`src/rtl/irq_vector_mux.sv`:
```
module irq_vector_mux #(
  parameter int NSRC = 14,
  parameter int AW = 16,
  parameter int DW = 8,
  parameter logic [AW-1:0] ENTRY_ADDR = 16'h0053,
  parameter logic [DW-1:0] VEC_BASE = 8'h80,
  parameter int VEC_STEP = 4
) (
  input  logic            clk,
  input  logic            rst_n,
  input  logic [NSRC-1:0] src_req_i,
  input  logic [NSRC-1:0] src_clr_i,
  input  logic            glb_en_i,
  input  logic            av_en_i,
  input  logic [AW-1:0]   fetch_addr_i,
  input  logic [DW-1:0]   mem_data_i,
  output logic            irq_o,
  output logic [DW-1:0]   vec_o,
  output logic [DW-1:0]   fetch_data_o
);

  localparam int IW = $clog2(NSRC);
  localparam logic [AW-1:0] VEC_ADDR = ENTRY_ADDR + AW'(2);
  localparam int VEC_TOP = int'(VEC_BASE) + (NSRC - 1) * VEC_STEP;

  logic [NSRC-1:0] pending;
  logic [IW-1:0]   win_idx;
  logic [DW-1:0]   live_vec;
  logic [DW-1:0]   hold_vec;
  logic            lock_q;
  logic            in_window;

  always_ff @(posedge clk or negedge rst_n)
    if (!rst_n) pending <= '0;
    else        pending <= (pending & ~src_clr_i) | src_req_i;

  always_comb begin
    win_idx = '0;
    for (int i = NSRC - 1; i >= 0; i--)
      if (pending[i]) win_idx = IW'(i);
  end

  assign live_vec  = VEC_BASE + DW'(win_idx) * DW'(VEC_STEP);
  assign in_window = (fetch_addr_i >= ENTRY_ADDR) && (fetch_addr_i <= VEC_ADDR);

  always_ff @(posedge clk or negedge rst_n)
    if (!rst_n) begin
      lock_q   <= 1'b0;
      hold_vec <= VEC_BASE;
    end else if (!lock_q && fetch_addr_i == ENTRY_ADDR) begin
      lock_q   <= 1'b1;
      hold_vec <= live_vec;
    end else if (lock_q && !in_window) begin
      lock_q   <= 1'b0;
    end

  assign irq_o        = glb_en_i & (|pending);
  assign vec_o        = lock_q ? hold_vec : live_vec;
  assign fetch_data_o = (av_en_i && fetch_addr_i == VEC_ADDR) ? vec_o : mem_data_i;


  req_sets_pending_chk: assert property (@(posedge clk) disable iff (!rst_n)
    (src_req_i != '0) |=> ((pending & $past(src_req_i)) == $past(src_req_i)));


  clr_drops_pending_chk: assert property (@(posedge clk) disable iff (!rst_n)
    ((src_clr_i & ~src_req_i) != '0) |=> ((pending & $past(src_clr_i & ~src_req_i)) == '0));


  vec_in_range_chk: assert property (@(posedge clk) disable iff (!rst_n)
    (int'(vec_o) >= int'(VEC_BASE)) && (int'(vec_o) <= VEC_TOP) &&
    (((int'(vec_o) - int'(VEC_BASE)) % VEC_STEP) == 0));


  frozen_in_dispatch_chk: assert property (@(posedge clk) disable iff (!rst_n)
    (lock_q && in_window) |=> $stable(vec_o));


  idle_vec_chk: assert property (@(posedge clk) disable iff (!rst_n)
    (!lock_q && pending == '0) |-> (vec_o == VEC_BASE));

endmodule

```
`config.mk`:
```
export PLATFORM = sky130hd
export DESIGN_NAME = irq_vector_mux
export DESIGN_NICKNAME = d
export VERILOG_FILES = /design/src/rtl/irq_vector_mux.sv
export SDC_FILE = /design/constraint.sdc
export NUM_CORES = 1
export LEC_CHECK = 0
export ABC_AREA = 1
export BUFFER_PORTS_ARGS = -buffer_cell sky130_fd_sc_hd__buf_2
export CORE_MARGIN = 3
export CORE_UTILIZATION = 29
export DETAILED_ROUTE_END_ITERATION = 10
export PLACE_DENSITY = 0.62
export RECOVER_POWER = 100
export SLEW_MARGIN = 25
export SYNTH_ARGS = -nofsm -noshare
export SYNTH_HDL_FRONTEND = slang
export SYNTH_SLANG_ARGS = --single-unit
```
`constraint.sdc`:
```
create_clock -name clk -period 1.3 [get_ports clk]
set_input_delay 0.065 -clock clk [delete_from_list [all_inputs] [get_ports clk]]
set_output_delay 0.065 -clock clk [all_outputs]
set_load 0.005 [all_outputs]
```
==> results by group, run 1 <==
Outcome
  • Outcome: finished with violations
  • Violated checks: setup timing

Critical path
  • Worst path max stage delay: 380 ps
  • Req. time, crit path: ~1200 ps
  • CP Data Arrival Time: approximately 1600 ps
  • CP Launch Type: register
  • Most used cell, CP: nand2_1
  • Max stage delay cell, worst path: dfrtp_1
  • Critical Path End Type: output pin
  • CP cell instances: inv_1 > nand2_1 > nand2_1 > nand2_1 > nand2_1 > nand2_1 > nand2_1 > nand2_1 > nand2_1 > nand2_1 > nand2_1 > nand2_1 > nand2_1 > nand2_2 > nand2_1 > nand3_1 > nand2_1 > buf_2
  • Critical path type: register to output pin
  • Crit path max fanout: 3

Placed design
  • Port Buffer Count: between 60 and 70
  • Final GP Congestion: between 0.6 and 0.7
  • Hpwl dp: approximately 2200 µm
  • Cell Area, Placed: around 1600 µm²

Timing
  • Final setup TNS: -2983 ps
  • Final setup skew: around 4.4 ps
  • FMAX: 589.2 MHz
  • Tmin final: about 1700 ps
  • Max-slew violations: 0
  • Unrepaired setup endpoints after global routing: true
  • Final setup viols: 10
  • Fin crit share: 130.5%
  • Final Hold Viols: 0
  • Worst setup margin: -397.1 ps

Power and ir drop
  • Total power: about 1.4 mW
  • Sequential share of power: between 40% and 50%
  • Cell Int Power: 1.025 mW
  • Clk pwr share: 30.0%
  • Sw frac: between 20% and 30%
  • Leakage: 1.036 nW
  • Power Dens Cells: approximately 720 nW/µm²
  • Total net switching power: approximately 0.34 mW
  • VDD IR max: 0.4225 mV
  • Gate power share: between 20 and 25%

Clock network
  • Total CTS buffers: 3
  • TritonCTS clock tree: yes
  • Clock sink total: 19
  • Worst-case clock buffer depth: 2
  • CTS clk-pin slew, worst paths: roughly 70 ps
  • Root Buffer: clkbuf_8
  • Clk Latency, worst-skew pair: about 250 ps
  • Number of H-tree levels: 1

GRT
  • Largest net degree at the start of global routing: 20
  • First-pass GRT wire length: 4291 µm
  • GR Overflow Total: 0
  • Gr usage total: about an eighth
  • Initial antenna violation count: 0
  • Vias in the first global route: 1,103

Detailed routing
  • Starting DRT DRC Count: 14
  • DR vias: between 1k and 1.5k
  • Total Wirelength: between 2000 and 3000 µm
  • Drt drc: 0
  • Routed Antenna Nets: 0
  • DRT Pass-1 Iters: 4
  • DR WL/cell: about 10 µm
  • Routed vias/inst: about 4.3

Yosys
  • Post-synthesis cell type count: 27
  • #FFs+latches synth: 19
  • Sequential element share of the synthesized area: between 40% and 50%
  • Mux share of post-synthesis cell area: 0%
  • Post-synth top area share: between 40% and 50%
  • Ys flop type: dfrtp_1
  • Synthesized area: 1121 µm²
  • Yosys warns: 0
  • Post-synth EDFFs: 0
  • XOR/XNOR Fraction of Synth Area: 0%
  • Dominant cells by area after synthesis: dfrtp_1 (42%), nand2_1 (15%), o21bai_1 (9.4%), inv_1 (8.4%), nand3_1 (2.7%)
  • Synth Area in Compound Gates: approximately 18%
  • Synth area leader: dfrtp_1
  • Syn Area/Cell: 7.679 µm²
  • Post-Synth Simple-Gate Area: approximately a quarter
  • Largest family of logic cells by synthesized area: simple AND/OR/NAND/NOR gates
  • Fraction of registers with async set/reset: 100.0%
  • Post-Syn Instances: 146
  • Adder-Cell Fraction of Synth Area: 0%

Die
  • Die ar.: 4648 µm²
  • Die Y: roughly 68 µm
  • Row cnt: 21
  • Die span in x: approximately 68 µm
  • # IOs: 73
  • Initial Util: between 30% and 40%
  • Core area: between 3000 and 4000 µm²

Finish
  • NumNets Final: between 300 and 400
  • Commonest non-fill, non-tap cell in the layout: buf_2
  • Most frequent cells in the layout: buf_2 (67), nand2_1 (43), inv_1 (23)
  • Share of layout cells above drive strength 1: a little over two fifths
  • Antenna Cells: 0
  • Post-route cell area: approximately 1900 µm²
  • Area grow syn2layout: 69.64%
  • Fillers: 359

Worst hold path
  • Min-delay worst type: primary input to register

Run
  • Max-Cap Viols: 0
[state kept, by name, summed over array words and instances, names as in the netlist]
register,flops
lock_q,1
pending,14
hold_vec,4
[timing repair]
item | in CTS | in global routing
endpoints found under the setup margin | 10 | 18
cloned | 0 | 1
hold buffers | 18 | 1
buffers inserted | 1 | 2
resized for setup | 3 | 15
endpoints found under the hold margin | 32 | 1
pin swaps | 2 | 6
[metrics by stage]
stage | util (%) | cells | setup slack, ps | hold WS (ps)
4_1_cts | 51.85 | 292 | -421.8 | 0.09430
3_5_place_dp | 44.81 | 269 | -156.8 | 27.21
6_report | 54.02 | 296 | -397.1 | 0.1143
5_1_grt | 54.02 | 296 | -622.5 | 4.026
2_1_floorplan | - | 148 | 39.59 | -230.6
3_3_place_gp | 44.81 | 269 | -124.6 | 23.22
[final cells by class]
type	instances	area (µm²)	area share, %
Clock buffer	4	45.04	2.368
Inverter	27	103.9	5.461
Multi-Input combinational cell	97	561.8	29.54
Sequential cell	19	475.5	25.00
Tap cell	46	57.56	3.026
Timing Repair Buffer	103	658.1	34.61
[path summary, 6_finish.rpt]
path                                    startpoint                       to  slack [ps]  cells after the start
max                          pending[12]$_DFF_PN0_          fetch_data_o[2]        -400                     18
min reg2reg                hold_vec[5]$_DFFE_PN0P_  hold_vec[5]$_DFFE_PN0P_         490                      2
max in group asynchronous                    rst_n    pending[12]$_DFF_PN0_         670                      2
max reg2reg                  pending[12]$_DFF_PN0_  hold_vec[2]$_DFFE_PN0P_        -110                     16
min                                   src_clr_i[1]     pending[1]$_DFF_PN0_         0.1                      2
min in group asynchronous                    rst_n  hold_vec[2]$_DFFE_PN0P_         300                      2
[power groups by stage]
stage                     Sequential (mW)  Clock, mW  Combinational, mW
final                               0.638      0.409              0.315
after floorplan                     0.645          0              0.102
after global routing                0.642      0.436              0.357
after CTS                           0.637      0.420              0.299
after global placement              0.647          0              0.244
after detailed placement            0.648          0              0.247
[logic make-up after synthesis]
kind of cell | Yosys count
buffers and inverters | 33
DFF | 19
AOI/OAI and AO/OA | 28
and+or+nand+nor | 64
other | 2
[synth_stat cells (2+ instances only)]
cell and number:
nand3_1 6, conb_1 2, buf_4 4, or2_2 2
nor4_1 3, o21ai_0 4, o21ai_1 2, o21bai_1 14
nand2_1 44, dfrtp_1 19, inv_1 25, nor2_1 5
o21ai_2 2
[layer usage]
metal / wire (µm) / global-route usage, % / vias to the layer above
li1: - / - / 665
met1: 1139 / 13.77 / 565
met2: 1477 / 22.26 / 47
met3: 272 / 1.970 / 2
met4: 14 / 3.722 / 0
met5: 0 / 0 / -
[worst max-delay path, delay by kind of cell, from the launching register on]
kind          cells  cell delay [ps]
buf+inv           2              170
flops             1              380
simple gates     16              850
No activity file was read; power rests on OpenSTA's default activity.
==> inputs of run 2 (changes only) <==
--- a/config.mk
+++ b/config.mk
@@ -7,7 +7,7 @@
 export LEC_CHECK = 0
 export ABC_AREA = 1
 export BUFFER_PORTS_ARGS = -buffer_cell sky130_fd_sc_hd__buf_2
-export CORE_MARGIN = 3
+export CORE_MARGIN = 2
 export CORE_UTILIZATION = 29
 export DETAILED_ROUTE_END_ITERATION = 10
 export PLACE_DENSITY = 0.62
==> run 2 against run 1 <==
  * Die area shrank 5.8%
  * Maximum frequency shrank 0.11%
  * Highest routed layer unchanged
  * Via count down 0.78%
  * Largest cell class unchanged
  * Critical path type unchanged
  * Routed wire length shrank 5.2%
  * Final cell count increased by 1.4%
  * Non-clock buffer count is 3 higher
  * Register-to-register slack better by 80 ps
  * Count of clock-buffer cells in the layout stayed put
  * Clock power about the same
  * Worst setup slack worse by 1.9 ps
  * The run still ends with setup timing left
  * Utilization down 2.9 points
  * Combinational power down 2%
==> results by group, run 2 (same netlist as run 1, synthesis figures left out) <==
Finish
  • Max FFs per register: 14 (unchanged)
  • Biggest register: pending
  • Most frequent cells in the layout: buf_2 (67), nand2_1 (43), inv_1 (23)
  • Area grow syn2layout: 68.19%
  • Antenna Cells: 0 (unchanged)
  • Biggest registers after layout: pending: 14 flops, hold_vec: 4 flops, lock_q: 1 flops
  • Commonest non-fill, non-tap cell in the layout: buf_2
  • NumNets Final: 309 (+0.65%)
  • Share of layout cells above drive strength 1: 41.27% (-1.1 points)
  • Finished Layout Cells: 300 (+1.4%)

Timing
  • Final setup viols: 10 (unchanged)
  • Final setup TNS: -3029 ps (-46.38 ps)
  • Max-slew violations: 0 (unchanged)
  • Final Hold Viols: 0 (unchanged)
  • Worst setup margin: -399.0 ps (-1.942 ps)
  • FMAX: 588.6 MHz (-0.11%)
  • Unrepaired setup endpoints after global routing: true
  • Fin crit share: 130.7% (+0.15 points)
  • Tmin final: 1699 ps (+1.942 ps)
  • Final setup skew: 2.057 ps (-2.311 ps)

Critical path
  • Critical path type: register to output pin
  • Crit path max fanout: 2 (-1)
  • Critical Path End Type: output pin
  • CP Data Arrival Time: 1630 ps (about the same)
  • Req. time, crit path: 1240 ps (about the same)
  • CP Launch Type: register

Outcome
  • Violated checks: setup timing
  • Outcome: finished with violations

Worst hold path
  • Min-delay worst type: primary input to register

Detailed routing
  • Total Wirelength: 2754 µm (-5.2%)
  • DR WL/cell: 9.180 µm (-6.4%)
  • DRT Pass-1 Iters: 4 (unchanged)
  • DR vias: 1,269 (-0.78%)
  • Drt drc: 0 (unchanged)
  • Starting DRT DRC Count: 21 (+7)
  • Routed vias/inst: 4.230 (-2.1%)
  • Routed Antenna Nets: 0 (unchanged)

Die
  • # IOs: 73 (unchanged)
  • Die Y: 66.18 µm (-2.9%)
  • Core area: 3689 µm² (+4.8%)
  • Die ar.: 4379 µm² (-5.8%)
  • Row cnt: 22 (+4.8%)
  • Die span in x: 66.18 µm (-2.9%)
  • Initial Util: 30.39% (-1.4 points)

Clock network
  • Total CTS buffers: 3 (unchanged)
  • Clk Latency, worst-skew pair: 250 ps (about the same)
  • Number of H-tree levels: 1 (unchanged)
  • Worst-case clock buffer depth: 2 (unchanged)
  • TritonCTS clock tree: yes
  • Clock sink total: 19 (unchanged)
  • Root Buffer: clkbuf_8
  • CTS clk-pin slew, worst paths: 70 ps (about the same)

Power and ir drop
  • Power Dens Cells: 718.3 nW/µm² (+0.29%)
  • Sw frac: 24.30% (-0.42 points)
  • Clk pwr share: 30.1% (about the same)
  • Leakage: 1.043 nW (+0.70%)
  • VDD IR max: 0.3760 mV (-11%)
  • Cell Int Power: 1.025 mW (about the same)
  • Sequential share of power: 47.1% (+0.2 points)
  • Gate power share: 22.8% (-0.3 points)
  • Total net switching power: 0.3291 mW (-2.3%)
  • Total power: 1.354 mW (-0.57%)

Placed design
  • Placed insts: 272 (+1.1%)
  • Hpwl dp: 2085 µm (-5.2%)
  • Final GP Congestion: 0.7100 (+3.4%)
  • Worst slack, placed: -152.7 ps (+4.121 ps)
  • Port Buffer Count: 68 (unchanged)

GRT
  • GR Overflow Total: 0 (unchanged)
  • Initial antenna violation count: 0 (unchanged)
  • Vias in the first global route: 1,134 (+2.8%)
  • First-pass GRT wire length: 4271 µm (-0.47%)
  • Largest net degree at the start of global routing: 20 (unchanged)
  • Gr usage total: 12.35% (+0.39 points)

Run
  • Max-Cap Viols: 0 (unchanged)
-- run 2: cell types whose count changed in the layout (fill, tap and decap cells not counted), sizes merged --
cell and change:
nand3 -1, buf +1, dlygate4sd3 +1, clkbuf +1
-- run 2: worst max-delay path: stages (launching register included) --
cell	delay (ps)
dfrtp_1	400
nor4_2	310
nand2_1	100
a31oi_1	140
inv_1	90
o21ai_2	130
nand2_1	60
nand2_1	50
buf_2	100
-- run 2: routing by layer --
layer	vias up	wire, µm	part of all wire [%]	GRT usage (%)
met1	551	1181	43	14.21
met4	0	15	0.54	4.847
met2	51	1334	48	22.38
met3	2	223	8.1	2.215
li1	665	-	-	-
met5	-	0	0	0
-- run 2: final timing paths --
| check | endpoint | cells after the start | start | slack, ps |
|---|---|---|---|---|
| setup reg to reg | hold_vec[2]$_DFFE_PN0P_ | 15 | pending[12]$_DFF_PN0_ | -30 |
| hold reg to reg | hold_vec[2]$_DFFE_PN0P_ | 2 | hold_vec[2]$_DFFE_PN0P_ | 490 |
| max in group asynchronous | pending[7]$_DFF_PN0_ | 2 | rst_n | 660 |
| min in group asynchronous | pending[6]$_DFF_PN0_ | 2 | rst_n | 300 |
| hold / removal | pending[13]$_DFF_PN0_ | 2 | src_req_i[13] | 6 |
| setup / recovery | fetch_data_o[5] | 8 | pending[7]$_DFF_PN0_ | -400 |
-- run 2: metrics by stage --
step	cell area (µm²)	hold WS, ps	util (%)
detailed placement	1588	34.40	43.05
floorplan	1129	-230.6	-
global placement	1588	24.06	43.05
CTS	1854	0.8603	50.27
global route	1886	2.236	51.12
finish	1886	5.672	51.12
-- run 2: area by class of cell --
cell class,instances,area [µm²]
fillers,376,1803
well taps,48,60.06
inverters,27,103.9
multi-input cells,96,525.5
flip-flops and latches,19,475.5
clock buffers,4,45.04
repair buffers,106,675.6
-- run 2: power groups by stage --
stage | registers, mW | clock network [mW] | logic, mW
2_1_floorplan | 0.645 | 0 | 0.102
5_1_grt | 0.641 | 0.440 | 0.349
4_1_cts | 0.637 | 0.428 | 0.306
3_5_place_dp | 0.649 | 0 | 0.250
3_3_place_gp | 0.647 | 0 | 0.247
6_report | 0.638 | 0.407 | 0.309
-- run 2: repair_timing --
action,CTS,global route
gates resized for setup,3,8
hold buffers,21,0
buffers inserted,2,3
endpoints found under the hold margin,33,0
setup endpoints to repair,11,18
gates cloned,0,0
pin swaps,2,2
==> inputs of run 3 (changes only) <==
--- a/config.mk
+++ b/config.mk
@@ -8,9 +8,10 @@
 export ABC_AREA = 1
 export BUFFER_PORTS_ARGS = -buffer_cell sky130_fd_sc_hd__buf_2
 export CORE_MARGIN = 2
-export CORE_UTILIZATION = 29
+export CORE_UTILIZATION = 39
+export CTS_BUF_LIST = sky130_fd_sc_hd__clkbuf_4 sky130_fd_sc_hd__clkbuf_8
 export DETAILED_ROUTE_END_ITERATION = 10
-export PLACE_DENSITY = 0.62
+export PLACE_DENSITY = 0.79
 export RECOVER_POWER = 100
 export SLEW_MARGIN = 25
 export SYNTH_ARGS = -nofsm -noshare
==> run 3 against run 2 <==
  * The run ends with hold timing, setup timing left
  * Sequential cell count unchanged
  * Critical path depth is the same
  * Worst setup slack got worse by 84 ps
  * Sequential share of layout area down 0.81 points
  * Clock power fell by 21%
  * Total power shrank 3.9%
  * Largest cell class unchanged
  * Largest power group unchanged
==> results by group, run 3 (same netlist as run 1, synthesis figures left out) <==
GRT
  • GRT met1 Usage: 16.69% (+2.5 points)
  • Initial antenna violation count: 0 (unchanged)
  • First-pass GRT wire length: 4981 µm (+17%)
  • GR Overflow Total: 0 (unchanged)
  • Most used routing layer: met2
  • GR met3 Demand/Resource: 3.348% (+1.1 points)
  • Met2 usage: 41.72% (+19 points)
  • Largest net degree at the start of global routing: 20 (unchanged)
  • Gr usage total: 19.55% (+7.2 points)
  • Vias in the first global route: 1,326 (+17%)

Detailed routing
  • DR WL/cell: 10.43 µm (+14%)
  • Routed vias/inst: 4.561 (+7.8%)
  • Drt drc: 0 (unchanged)
  • Total Wirelength: 3015 µm (+9.5%)
  • DR vias: 1,318 (+3.9%)
  • DRT Pass-1 Iters: 4 (unchanged)
  • Starting DRT DRC Count: 17 (-19%)
  • Routed Antenna Nets: 0 (unchanged)

Critical path
  • Worst path max stage delay: 410 ps (about the same)
  • CP cell instances: nor4_2 > nand2_1 > a31oi_1 > inv_1 > o21ai_2 > nand2_1 > nand2_1 > buf_2
  • Max stage delay cell, worst path: dfrtp_1
  • CP Launch Type: register
  • Critical path type: register to output pin
  • Crit path max fanout: 2 (unchanged)
  • Most used cell, CP: nand2_1
  • Req. time, crit path: 1240 ps (about the same)
  • CP Data Arrival Time: 1720 ps (+90 ps)
  • Critical Path End Type: output pin

Timing
  • Final Hold Viols: 2 (+2)
  • FMAX: 560.7 MHz (-4.7%)
  • Max-slew violations: 0 (unchanged)
  • Fin crit share: 137.2% (+6.5 points)
  • Rel. slew slack: 36.32%
  • Final setup TNS: -3709 ps (-679.7 ps)
  • Final setup skew: 3.115 ps (+1.058 ps)
  • Final setup viols: 10 (unchanged)
  • Hold slack: -40.47 ps (-46.15 ps)
  • Worst setup margin: -483.4 ps (-84.40 ps)
  • Tightest Pin Transition: ~960 ps
  • Tmin final: 1783 ps (+84.40 ps)
  • Unrepaired setup endpoints after global routing: true

Finish
  • Max FFs per register: 14 (unchanged)
  • Fillers: 218 (-42%)
  • NumNets Final: 315 (+1.9%)
  • Biggest register: pending
  • Antenna Cells: 0 (unchanged)
  • Most frequent cells in the layout: buf_2 (67), nand2_1 (41), dlygate4sd3_1 (27)
  • Commonest non-fill, non-tap cell in the layout: buf_2
  • Share of layout cells above drive strength 1: 43.41% (+2.1 points)
  • Biggest registers after layout: pending: 14 flops, hold_vec: 4 flops, lock_q: 1 flops
  • Area grow syn2layout: 73.77%

Placed design
  • Hpwl dp: 2040 µm (-2.2%)
  • Final GP Congestion: 0.6983 (-1.6%)
  • Port Buffer Count: 68 (unchanged)

Clock network
  • CTS clk-pin slew, worst paths: 100 ps (+30 ps)
  • TritonCTS clock tree: yes
  • Root Buffer: clkbuf_4
  • Worst-case clock buffer depth: 2 (unchanged)
  • Number of H-tree levels: 1 (unchanged)
  • Clock sink total: 19 (unchanged)
  • Clk Latency, worst-skew pair: 300 ps (+50 ps)
  • Total CTS buffers: 3 (unchanged)

Die
  • Die ar.: 3319 µm² (-24%)
  • Row cnt: 19 (-14%)
  • Initial Util: 41.01% (+11 points)
  • Core area: 2734 µm² (-26%)
  • Die span in x: 57.62 µm (-13%)
  • Die Y: 57.62 µm (-13%)
  • # IOs: 73 (unchanged)

Outcome
  • Violated checks: hold timing, setup timing
  • Outcome: finished with violations

Power and ir drop
  • Total power: 1.301 mW (-3.9%)
  • Power Dens Cells: 668.0 nW/µm² (-7.0%)
  • VDD IR max: 0.7460 mV (+98%)
  • Leakage: 1.057 nW (+1.3%)

Worst hold path
  • Min-delay worst type: primary input to register

Run
  • Max-Cap Viols: 0 (unchanged)
[run 3: changes by cell type in the layout (fill, tap and decap cells not counted), sizes merged]
cell / before / now
clkbuf: 6 / 7
buf: 84 / 82
dlygate4sd3: 20 / 27
[run 3: critical path, delay by kind of cell, from the launching register on]
family / cells / cell delay (ps)
AND/OR/NAND/NOR: 4 / 510
AO/OA/AOI/OAI: 2 / 300
flip-flops: 1 / 410
buffers and inverters: 2 / 180
[run 3: timing repair]
action,4_1_cts,5_1_grt
setup endpoints to repair,11,22
hold buffers,29,2
gates resized for setup,7,16
endpoints found under the hold margin,33,2
pin swaps,3,8
buffers inserted,1,3
[run 3: final timing paths]
path	startpoint	to	slack (ps)	depth (start not counted)
hold reg to reg	hold_vec[2]$_DFFE_PN0P_	hold_vec[2]$_DFFE_PN0P_	480	2
max in group asynchronous	rst_n	pending[13]$_DFF_PN0_	300	2
hold / removal	src_req_i[7]	pending[7]$_DFF_PN0_	-40	2
setup reg to reg	pending[12]$_DFF_PN0_	hold_vec[2]$_DFFE_PN0P_	-130	16
min in group asynchronous	rst_n	pending[4]$_DFF_PN0_	420	2
setup / recovery	pending[7]$_DFF_PN0_	fetch_data_o[5]	-480	8
[run 3: where the power goes]
| group | total (mW) | switching (mW) | leakage [nW] | internal [mW] |
|---|---|---|---|---|
| logic | 0.341 | 0.137 | 0.818 | 0.204 |
| clock network | 0.320 | 0.180 | 0.0184 | 0.141 |
| registers | 0.641 | 0.0205 | 0.220 | 0.620 |
[run 3: area by class of cell]
type,instances,area (µm²),share of cell area [%]
clock buffers,4,30.03,1.541
inverters,27,103.9,5.331
multi-input cells,96,566.8,29.09
flip-flops and latches,19,475.5,24.41
well taps,31,38.79,1.991
repair buffers,112,733.2,37.64
[run 3: per-stage QoR]
step	cell area [µm²]	cells	setup slack, ps	util (%)	hold WS (ps)
2_1_floorplan	1129	148	39.59	-	-230.6
5_1_grt	1948	289	-739.9	71.26	10.28
4_1_cts	1908	288	-465.3	69.79	24.92
3_5_place_dp	1559	254	-160.9	57.03	17.14
6_report	1948	289	-483.4	71.26	-40.47
3_3_place_gp	1559	254	-103.4	57.03	13.41
[run 3: layer usage]
layer / part of all wire, % / routed length, µm
met4: 1.8 / 54
met3: 6.7 / 203
met2: 56 / 1698
met5: 0 / 0
met1: 35 / 1059
